$ cat src/rtl/stk_pkg.sv
package stk_pkg;
  localparam int INSN_W = 16;
  localparam int OP_W   = 4;
  localparam int FLD_W  = INSN_W - OP_W;

  typedef enum logic [OP_W-1:0] {
    OP_NOP  = 4'h0,
    OP_PUSH = 4'h1,
    OP_POP  = 4'h2,
    OP_ADD  = 4'h3,
    OP_SUB  = 4'h4,
    OP_MUL  = 4'h5,
    OP_HALT = 4'hF
  } op_e;
endpackage

$ cat src/rtl/stk_alu.sv
module stk_alu
  import stk_pkg::*;
#(
  parameter int DW = 16
) (
  input  op_e           op,
  input  logic [DW-1:0] top_val,
  input  logic [DW-1:0] sec_val,
  output logic [DW-1:0] res
);
  always_comb begin
    unique case (op)
      OP_ADD:  res = top_val + sec_val;
      OP_SUB:  res = top_val - sec_val;
      OP_MUL:  res = top_val * sec_val;
      default: res = '0;
    endcase
  end
endmodule

$ cat src/rtl/stk_regfile.sv
module stk_regfile #(
  parameter int DW    = 16,
  parameter int DEPTH = 16,
  localparam int SPW  = $clog2(DEPTH + 1),
  localparam int IW   = (DEPTH > 1) ? $clog2(DEPTH) : 1
) (
  input  logic           clk,
  input  logic           rst_n,
  input  logic           push_en,
  input  logic [DW-1:0]  push_data,
  input  logic           pop_en,
  input  logic           alu_en,
  input  logic [DW-1:0]  alu_res,
  output logic [DW-1:0]  top_val,
  output logic [DW-1:0]  sec_val,
  output logic [SPW-1:0] sp
);
  logic [DW-1:0]  slot_q [DEPTH];
  logic [SPW-1:0] sp_q, sp_d;
  logic           wr_en;
  logic [IW-1:0]  wr_idx;
  logic [DW-1:0]  wr_data;
  logic [IW-1:0]  top_idx, sec_idx;

  assign top_idx = IW'(sp_q - SPW'(1));
  assign sec_idx = IW'(sp_q - SPW'(2));
  assign top_val = slot_q[top_idx];
  assign sec_val = slot_q[sec_idx];
  assign sp      = sp_q;

  // A result overwrites the second entry; a push fills the free slot.
  assign wr_en   = push_en | alu_en;
  assign wr_idx  = push_en ? IW'(sp_q) : sec_idx;
  assign wr_data = push_en ? push_data : alu_res;

  always_comb begin
    sp_d = sp_q;
    if (push_en)                sp_d = sp_q + SPW'(1);
    else if (pop_en || alu_en)  sp_d = sp_q - SPW'(1);
  end

  always_ff @(posedge clk or negedge rst_n) begin
    if (!rst_n) sp_q <= '0;
    else        sp_q <= sp_d;
  end

  for (genvar g = 0; g < DEPTH; g++) begin : g_slot
    always_ff @(posedge clk) begin
      if (wr_en && (wr_idx == IW'(g))) slot_q[g] <= wr_data;
    end
  end
endmodule

$ cat src/rtl/stk_fetch.sv
module stk_fetch #(
  parameter int PCW = 12
) (
  input  logic           clk,
  input  logic           rst_n,
  input  logic           halt_hit,
  output logic [PCW-1:0] pc,
  output logic           done
);
  logic [PCW-1:0] pc_q, pc_d;
  logic           done_q, done_d;
  logic           pc_en;

  assign pc_en  = !done_q && !halt_hit;
  assign pc_d   = pc_en ? pc_q + PCW'(1) : pc_q;
  assign done_d = done_q | halt_hit;

  always_ff @(posedge clk or negedge rst_n) begin
    if (!rst_n) begin
      pc_q   <= '0;
      done_q <= 1'b0;
    end else begin
      pc_q   <= pc_d;
      done_q <= done_d;
    end
  end

  assign pc   = pc_q;
  assign done = done_q;
endmodule

$ cat src/rtl/stk_core.sv
module stk_core
  import stk_pkg::*;
#(
  parameter int DW    = 16,
  parameter int DEPTH = 16,
  parameter int PCW   = 12
) (
  input  logic              clk,
  input  logic              rst_n,
  output logic [PCW-1:0]    imem_addr,
  input  logic [INSN_W-1:0] imem_rdata,
  output logic [FLD_W-1:0]  dmem_addr,
  input  logic [DW-1:0]     dmem_rdata,
  output logic              dmem_we,
  output logic [DW-1:0]     dmem_wdata,
  output logic              done,
  output logic              ovf_err,
  output logic              unf_err
);
  localparam int SPW = $clog2(DEPTH + 1);

  op_e            op;
  logic           run, is_arith, has1, has2, full;
  logic           push_ok, pop_ok, alu_ok, halt_hit;
  logic           ovf_evt, unf_evt;
  logic           ovf_q, ovf_d, unf_q, unf_d;
  logic [DW-1:0]  top_val, sec_val, alu_res;
  logic [SPW-1:0] sp;

  assign op        = op_e'(imem_rdata[INSN_W-1:FLD_W]);
  assign dmem_addr = imem_rdata[FLD_W-1:0];
  assign run       = !done;
  assign is_arith  = (op == OP_ADD) || (op == OP_SUB) || (op == OP_MUL);
  assign has1      = (sp != '0);
  assign has2      = (sp > SPW'(1));
  assign full      = (sp == SPW'(DEPTH));

  assign push_ok  = run && (op == OP_PUSH) && !full;
  assign pop_ok   = run && (op == OP_POP)  && has1;
  assign alu_ok   = run && is_arith        && has2;
  assign halt_hit = run && (op == OP_HALT);
  assign ovf_evt  = run && (op == OP_PUSH) && full;
  assign unf_evt  = run && (((op == OP_POP) && !has1) || (is_arith && !has2));

  assign dmem_we    = pop_ok;
  assign dmem_wdata = top_val;

  stk_fetch #(.PCW(PCW)) u_fetch (
    .clk      (clk),
    .rst_n    (rst_n),
    .halt_hit (halt_hit),
    .pc       (imem_addr),
    .done     (done)
  );

  stk_regfile #(.DW(DW), .DEPTH(DEPTH)) u_stack (
    .clk       (clk),
    .rst_n     (rst_n),
    .push_en   (push_ok),
    .push_data (dmem_rdata),
    .pop_en    (pop_ok),
    .alu_en    (alu_ok),
    .alu_res   (alu_res),
    .top_val   (top_val),
    .sec_val   (sec_val),
    .sp        (sp)
  );

  stk_alu #(.DW(DW)) u_alu (
    .op      (op),
    .top_val (top_val),
    .sec_val (sec_val),
    .res     (alu_res)
  );

  assign ovf_d = ovf_q | ovf_evt;
  assign unf_d = unf_q | unf_evt;

  always_ff @(posedge clk or negedge rst_n) begin
    if (!rst_n) begin
      ovf_q <= 1'b0;
      unf_q <= 1'b0;
    end else begin
      ovf_q <= ovf_d;
      unf_q <= unf_d;
    end
  end

  assign ovf_err = ovf_q;
  assign unf_err = unf_q;
endmodule

$ cat config.mk
export PLATFORM = sky130hd
export DESIGN_NAME = stk_core
export DESIGN_NICKNAME = d
export VERILOG_FILES = /design/src/rtl/stk_pkg.sv /design/src/rtl/stk_alu.sv /design/src/rtl/stk_regfile.sv /design/src/rtl/stk_fetch.sv /design/src/rtl/stk_core.sv
export SDC_FILE = /design/constraint.sdc
export NUM_CORES = 1
export LEC_CHECK = 0
export BUFFER_PORTS_ARGS = -buffer_cell sky130_fd_sc_hd__buf_4
export CAP_MARGIN = 30
export CORE_ASPECT_RATIO = 1.1
export CORE_MARGIN = 3
export CORE_UTILIZATION = 40
export DETAILED_ROUTE_END_ITERATION = 8
export GPL_TIMING_DRIVEN = 0
export PLACE_DENSITY = 0.58
export REMOVE_ABC_BUFFERS = 1
export SETUP_SLACK_MARGIN = 0.1
export SYNTH_ARGS = -nofsm -noshare
export SYNTH_HDL_FRONTEND = slang
export SYNTH_SLANG_ARGS = --single-unit
$ cat constraint.sdc
create_clock -name clk -period 10.3 [get_ports clk]
set_clock_uncertainty 0.1 [all_clocks]
set_input_delay 2.06 -clock clk [delete_from_list [all_inputs] [get_ports clk]]
set_output_delay 2.06 -clock clk [all_outputs]
set_load 0.01 [all_outputs]
Word level (Yosys, flattened, before mapping)
Memory sizes are Yosys's and may differ from the RTL's.
Index checks and enable logic that the tools add are counted.
- shifts and indexed selects: 0
- order comparisons: 1
- reduce and logical (&&, ||, !) cells: 55
- add/sub/neg operators: 6
- multipliers: 1
- bitwise logic cells: 4
- div/mod/pow operators: 0
- equal/unequal tests: 22
- muxes and demuxes: 82
- operators with widths (operator ; count):
    $mux W16 ; 16
    $reduce_or A16 Y1 ; 15
    $mux W4 ; 16
    $pmux W16 S3 ; 1
    $mux W1 ; 47
    $eq A4 B4 Y1 const B ; 9
    $logic_and A1 B1 Y1 ; 28
    $eq A4 B3 Y1 const B ; 6
    $add A16 B16 Y16 ; 1
    $eq A4 B2 Y1 const B ; 4
    $mul A16 B16 Y16 ; 1
    $sub A16 B16 Y16 ; 1
    $add A12 B1 Y12 const B ; 1
    $mux W5 ; 2
    $eq A4 B1 Y1 const B ; 2
    $add A5 B1 Y5 const B ; 1
    $eq A5 B5 Y1 const B ; 1
    $gt A5 B1 Y1 const B ; 1
    $logic_not A1 Y1 ; 5
    $reduce_bool A5 Y1 ; 1
    $sub A5 B1 Y5 const B ; 1
    $logic_not A4 Y1 ; 1
    $logic_or A1 B1 Y1 ; 4
    $or A1 B1 Y1 ; 4
    2 further kinds ; 2
- flip-flop bits (word level): 20
- bits in latches: 0
- memory bits (writable): 256
- bits in read-only memories: 0
- bits of input ports: 34
- logic and storage cells: 177
- output and inout bits: 44
- memories: 1
- memory list (name ; words ; bits a word ; read ports ; clocked after memory_dff ; wr ports ; line ; source):
    u_stack.slot_q ; 16 ; 16 ; 2 ; 0 ; 1 ; stk_regfile.sv:18 ; logic [DW-1:0] slot_q [DEPTH];

Logic depth before layout (Yosys ltp)
- word-level depth: 25
- mapped depth: 37
- depth with buffers taken out: 29

Hierarchy
Synthesis repeated with hierarchy kept, for this count alone.
- cell total of the unflattened synthesis: 1369
- area total of the unflattened synthesis: 18745.5 um^2
- by module, submodules not included (module ; instances ; seq. area each (um^2) ; cells each ; area an instance (um^2)):
    stk_regfile ; 1 ; 7812.5 ; 642 ; 12756.0
    stk_alu ; 1 ; 0.0 ; 647 ; 5122.4
    stk_fetch ; 1 ; 325.3 ; 46 ; 588.1
    stk_core ; 1 ; 50.0 ; 34 ; 279.0

Worst setup path before layout
No wires, ideal clock.
- path kind: register to register
- from: register u_stack.sp_q[1], in the netlist u_stack.sp[1]
- to: memory u_stack.slot_q[0][15], data pin
- path slack: 1.163 ns
- clock period less this slack: 9.137 ns
- arrival time: 8.735 ns
- path buffers: 8
- setup time: 0.302 ns
- stages on the path, launching flop included: 32
- path through: dfrtp_1 -> buf_6 -> buf_2 -> buf_2 -> buf_2 -> buf_2 -> inv_1 -> ha_1 -> buf_2 -> buf_2 -> buf_1 -> mux4_2 -> mux4_2 -> and2_1 -> fa_1 -> inv_1 -> fa_1 -> inv_1 -> fa_1 -> fa_1 -> inv_1 -> fa_1 -> fa_1 -> xnor2_1 -> xnor2_1 -> xnor2_1 -> xnor2_1 -> xnor2_1 -> xnor2_1 -> xnor3_1 -> xnor2_1 -> o221ai_1
- elaborated cells on any way between the ends: 100
- those cells by class: add/sub: 4; mul: 1; order compare: 1; eq/ne: 15; mux: 46; bitwise: 1; reduce/logical: 31; memory: 1
- RTL lines (element ; line ; source):
    start, declared ; stk_regfile.sv:19 ; logic [SPW-1:0] sp_q, sp_d;
    start signal, assigned ; stk_regfile.sv:44 ; else sp_q <= sp_d;
    $sub A5 B1 Y5 * ; n/a ;
    $mem_v2 Z16 W16 * ; n/a ;
    named net dmem_wdata[13] ; stk_core.sv:15 ; output logic [DW-1:0] dmem_wdata,
    $mul A16 B16 Y16, or another cell as far along ; stk_alu.sv:15 ; OP_MUL: res = top_val * sec_val;
    $pmux W16 S3 * ; stk_alu.sv:12 ; unique case (op)
    $mux W16 * ; stk_regfile.sv:34 ; assign wr_data = push_en ? push_data : alu_res;
    named net u_stack.wr_data[15] ; stk_regfile.sv:22 ; logic [DW-1:0] wr_data;
    $mux W16 (no source line) (14 in a row) ; n/a ;
    $mux W16 (no source line) * ; n/a ;
    end, declared ; stk_regfile.sv:18 ;
Mark *: on every way through the listed nets, which the timed path passes. The rest lies on a longest branch.

Worst setup path in the final report
- from: register u_stack.sp_q[0], in the netlist u_stack.sp[0]
- to: memory u_stack.slot_q[2][15], data pin
- elaborated cells on any way between the ends: 100
- those cells by class: add/sub: 4; mul: 1; order compare: 1; eq/ne: 15; mux: 46; bitwise: 1; reduce/logical: 31; memory: 1
- RTL lines (element ; line):
    $sub A5 B1 Y5 or $sub A4 B2 Y4 (tied branches) ; n/a
    $mem_v2 Z16 W16 ; n/a
    $mul A16 B16 Y16, or another cell as far along ; stk_alu.sv:15
    $pmux W16 S3 ; stk_alu.sv:12
    $mux W16 * ; stk_regfile.sv:34
    named net u_stack.wr_data[15] ; stk_regfile.sv:22
    $mux W16 (no source line) (14 in a row) ; n/a
    $mux W16 (no source line) * ; n/a
Marked as above.

==> parameters.txt <==
Parameter                              Value

Status
  Status ... finished clean

Timing
  Final setup violation count ... 0
  Worst hold slack ... around 370 ps
  Max Fclk ... approximately 100 MHz
  Actual transition at the worst max-transition pin ... between 1000 and 1500 ps
  Number of endpoints with negative hold slack in the final report ... 0
  Share of the clock period used by the worst path after layout ... between 90% and 100%
  Worst slew margin relative to its limit ... between 30% and 40%
  Final slew viol count ... 0
  Unrepaired setup endpoints after global routing ... false
  Crit path time final ... between 9000 and 10000 ps

Logic synthesis
  Synthesized netlist cell count ... about 1300
  Area share of the leading cell type in the synthesized netlist ... between 40% and 50%
  Main area contributors after synthesis ... edfxtp_1 42%, mux4_2 19%, fa_1 8.8%
  Number of enable flip-flop cells after synthesis ... ~260
  Flip-flop and latch count after synthesis ... 276
  Distinct cell type count after synthesis ... 64
  Dominant synthesized flop cell ... edfxtp_1
  Synth Cell Area ... between 15000 and 20000 um^2
  Sequential share of the synthesized area ... 45.02%
  Number of warnings reported in the yosys synthesis log ... 0
  Library cell occupying the most area in the post-synthesis netlist ... edfxtp_1
  Mapped Avg Cell Area ... ~14 um^2
  Leading post-synthesis cells by instance count ... 256 x edfxtp_1, 151 x mux4_2, 147 x inv_1, 120 x nand2_1, 98 x nor2_1
  Top-count cell post-synth ... edfxtp_1
  FFs w/ async S/R, synth ... 7.246%

Global route
  Global-route wire length before repair ... 74350 um
  Initial antenna violation count ... 0
  GR Util All Layers ... 20.50%
  Vias in the first global route ... between 10000 and 15000
  Overflow after GRT ... 0
  Largest net degree at the start of global routing ... 51

Routing
  Initial drt markers ... 961
  Count of unresolved DRC violations after routing ... 0
  Number of vias per cell ... 5.798
  Iteration count of the initial detailed-routing pass ... 5
  Drt wl/cell ... around 25 um
  DR vias ... about 11000
  Final antenna-violating net count ... 0
  Routed WL ... 48990 um

Setup path
  Maximum cell stage delay along the critical path ... between 900 and 1000 ps
  Worst Path Buf+Inv ... 8
  Required @ worst endpoint ... between 10000 and 15000 ps
  Element type at the critical path end ... register
  Crit path max-delay family ... adder cells
  WS Path Type ... register to register
  Most common cell on crit path ... xnor2_1
  Arrival time at the worst endpoint ... between 9000 and 10000 ps
  Max stage delay cell, worst path ... dfrtp_4
  Sort of element at the start of the critical path ... register
  Top fanout value on the critical path ... 50

Placed design
  GP Congestion ... between 0.9 and 1
  Detail Placement HPWL ... between 30000 and 40000 um
  Number of buffers added on ports ... 53

Hold path
  Worst hold-check path type ... register to register

Die
  Number of ports placed on the die boundary ... slightly below 80
  Rows ... between 80 and 90
  Die Area ... just under 50000 um^2
  Starting density of the core ... between 40% and 50%
  Core region area ... approximately 45000 um^2
  Die W ... ~210 um
  Die Ht ... about 230 um

Clock network
  Clock-pin slew reported for the worst setup and hold paths after clock tree synthesis ... around 60 ps
  H-tree Lvls ... 1
  Clock latency on the worst-skew pair ... 550 ps
  Post-CTS repair timing setup buffer count ... 0
  Maximum buffer depth of the clock tree ... 3
  Number of buffers added by the clock tree synthesis step ... 29
  Count of cells resized by post-cts repair ... 0
  Clock Sinks ... ~280
  Clock tree from TritonCTS ... done
  Cts hold-fix bufs ... 0
  Root Buffer Master ... clkbuf_16

Run
  Max-cap check violation count ... 0

Cells and area
  Multi-input gate area ... ~9200 um^2
  Number of diodes added for antenna fixing ... 0
  Layout cells sized above 1 ... around a quarter
  Register Area ... 8195 um^2
  Number of nets in the final layout ... 1556
  Fill cells ... between 3000 and 4000
  Area growth, synth to finish ... 12.62%
==> area by class of cell <==
type | count | share of cell area, %
clock inverters | 17 | 0.6720
clock buffers | 34 | 3.635
multi-input cells | 826 | 44.75
repair buffers | 88 | 4.673
flip-flops and latches | 276 | 40.01
well taps | 581 | 3.549
inverters | 148 | 2.712
==> worst paths after layout <==
path | from | end | slack [ps] | cells past startpoint
min in group asynchronous | rst_n | u_fetch.pc[10] | 1290 | 1
max in group asynchronous | rst_n | u_stack.sp[1] | 8570 | 1
setup / recovery | u_stack.sp[0] | u_stack.slot_q[2][15] | 610 | 28
hold / removal | u_fetch.pc[11] | u_fetch.pc[11] | 370 | 1
hold reg to reg | u_fetch.pc[11] | u_fetch.pc[11] | 370 | 1
setup reg to reg | u_stack.sp[0] | u_stack.slot_q[2][15] | 610 | 28
==> cell families (layout without fill, tap and decap cells) <==
kind of cell / count (synthesis) / in the layout / synth area share (%)
AND/OR/NAND/NOR: 298 / 298 / 7.148
AO/OA/AOI/OAI: 123 / 123 / 4.692
flip-flops: 276 / 276 / 45.02
XOR/XNOR: 86 / 86 / 4.403
adder cells (fa/ha/maj): 153 / 153 / 13.83
buffers and inverters: 218 / 287 / 5.298
multiplexers: 166 / 166 / 19.61
==> routing by layer <==
layer  vias to the layer above  global-route usage, %  wire length (um)
met1                      5961                  27.18             19780
met2                       419                  34.37             24170
met3                       108                  2.945              3045
met5                         -                      0                 0
met4                         0                  7.808              1999
li1                       4934                      -                 -
==> cell usage in the layout, fill, tap and decap left out, types with 11 or more instances in the layout <==
| cell type | synthesis | layout |
|---|---|---|
| edfxtp_1 | 256 | 256 |
| mux4_2 | 151 | 151 |
| inv_1 | 147 | 147 |
| nand2_1 | 120 | 120 |
| nor2_1 | 98 | 81 |
| fa_1 | 80 | 80 |
| ha_1 | 73 | 71 |
| buf_4 | 21 | 65 |
| xnor2_1 | 64 | 62 |
| a21oi_1 | 29 | 29 |
| clkbuf_16 | 0 | 29 |
| and2_1 | 18 | 18 |
| xor2_1 | 18 | 18 |
| dfrtp_1 | 20 | 18 |
| o21ai_0 | 22 | 17 |
| nor2b_1 | 15 | 15 |
| nor3_1 | 13 | 13 |
| mux2_2 | 12 | 12 |
| nand3_1 | 12 | 12 |
| o21ai_1 | 8 | 12 |
| nor2_2 | 0 | 12 |
| buf_16 | 0 | 11 |
==> state kept, by name (all words and copies together) (netlist names) <==
name	count
unf_err	1
u_stack.slot_q	256
ovf_err	1
u_stack.sp	5
u_fetch.done	1
u_fetch.pc	12
==> per-stage QoR <==
stage	setup slack (ps)	area [um^2]	setup TNS [ps]	instances	util (%)
after floorplan	-3896	17780	-611160	1250	-
after global placement	-9983	18900	-2411610	1884	42.29
after detailed placement	448.6	19550	0	1915	43.74
after CTS	376.7	20430	0	1966	45.71
after global routing	112.7	20480	0	1970	45.83
final	612.2	20480	0	1970	45.83
Power is left out: the tool's default activity adds up to more than one toggle a clock period on the data nets, which glitch-free logic cannot reach.
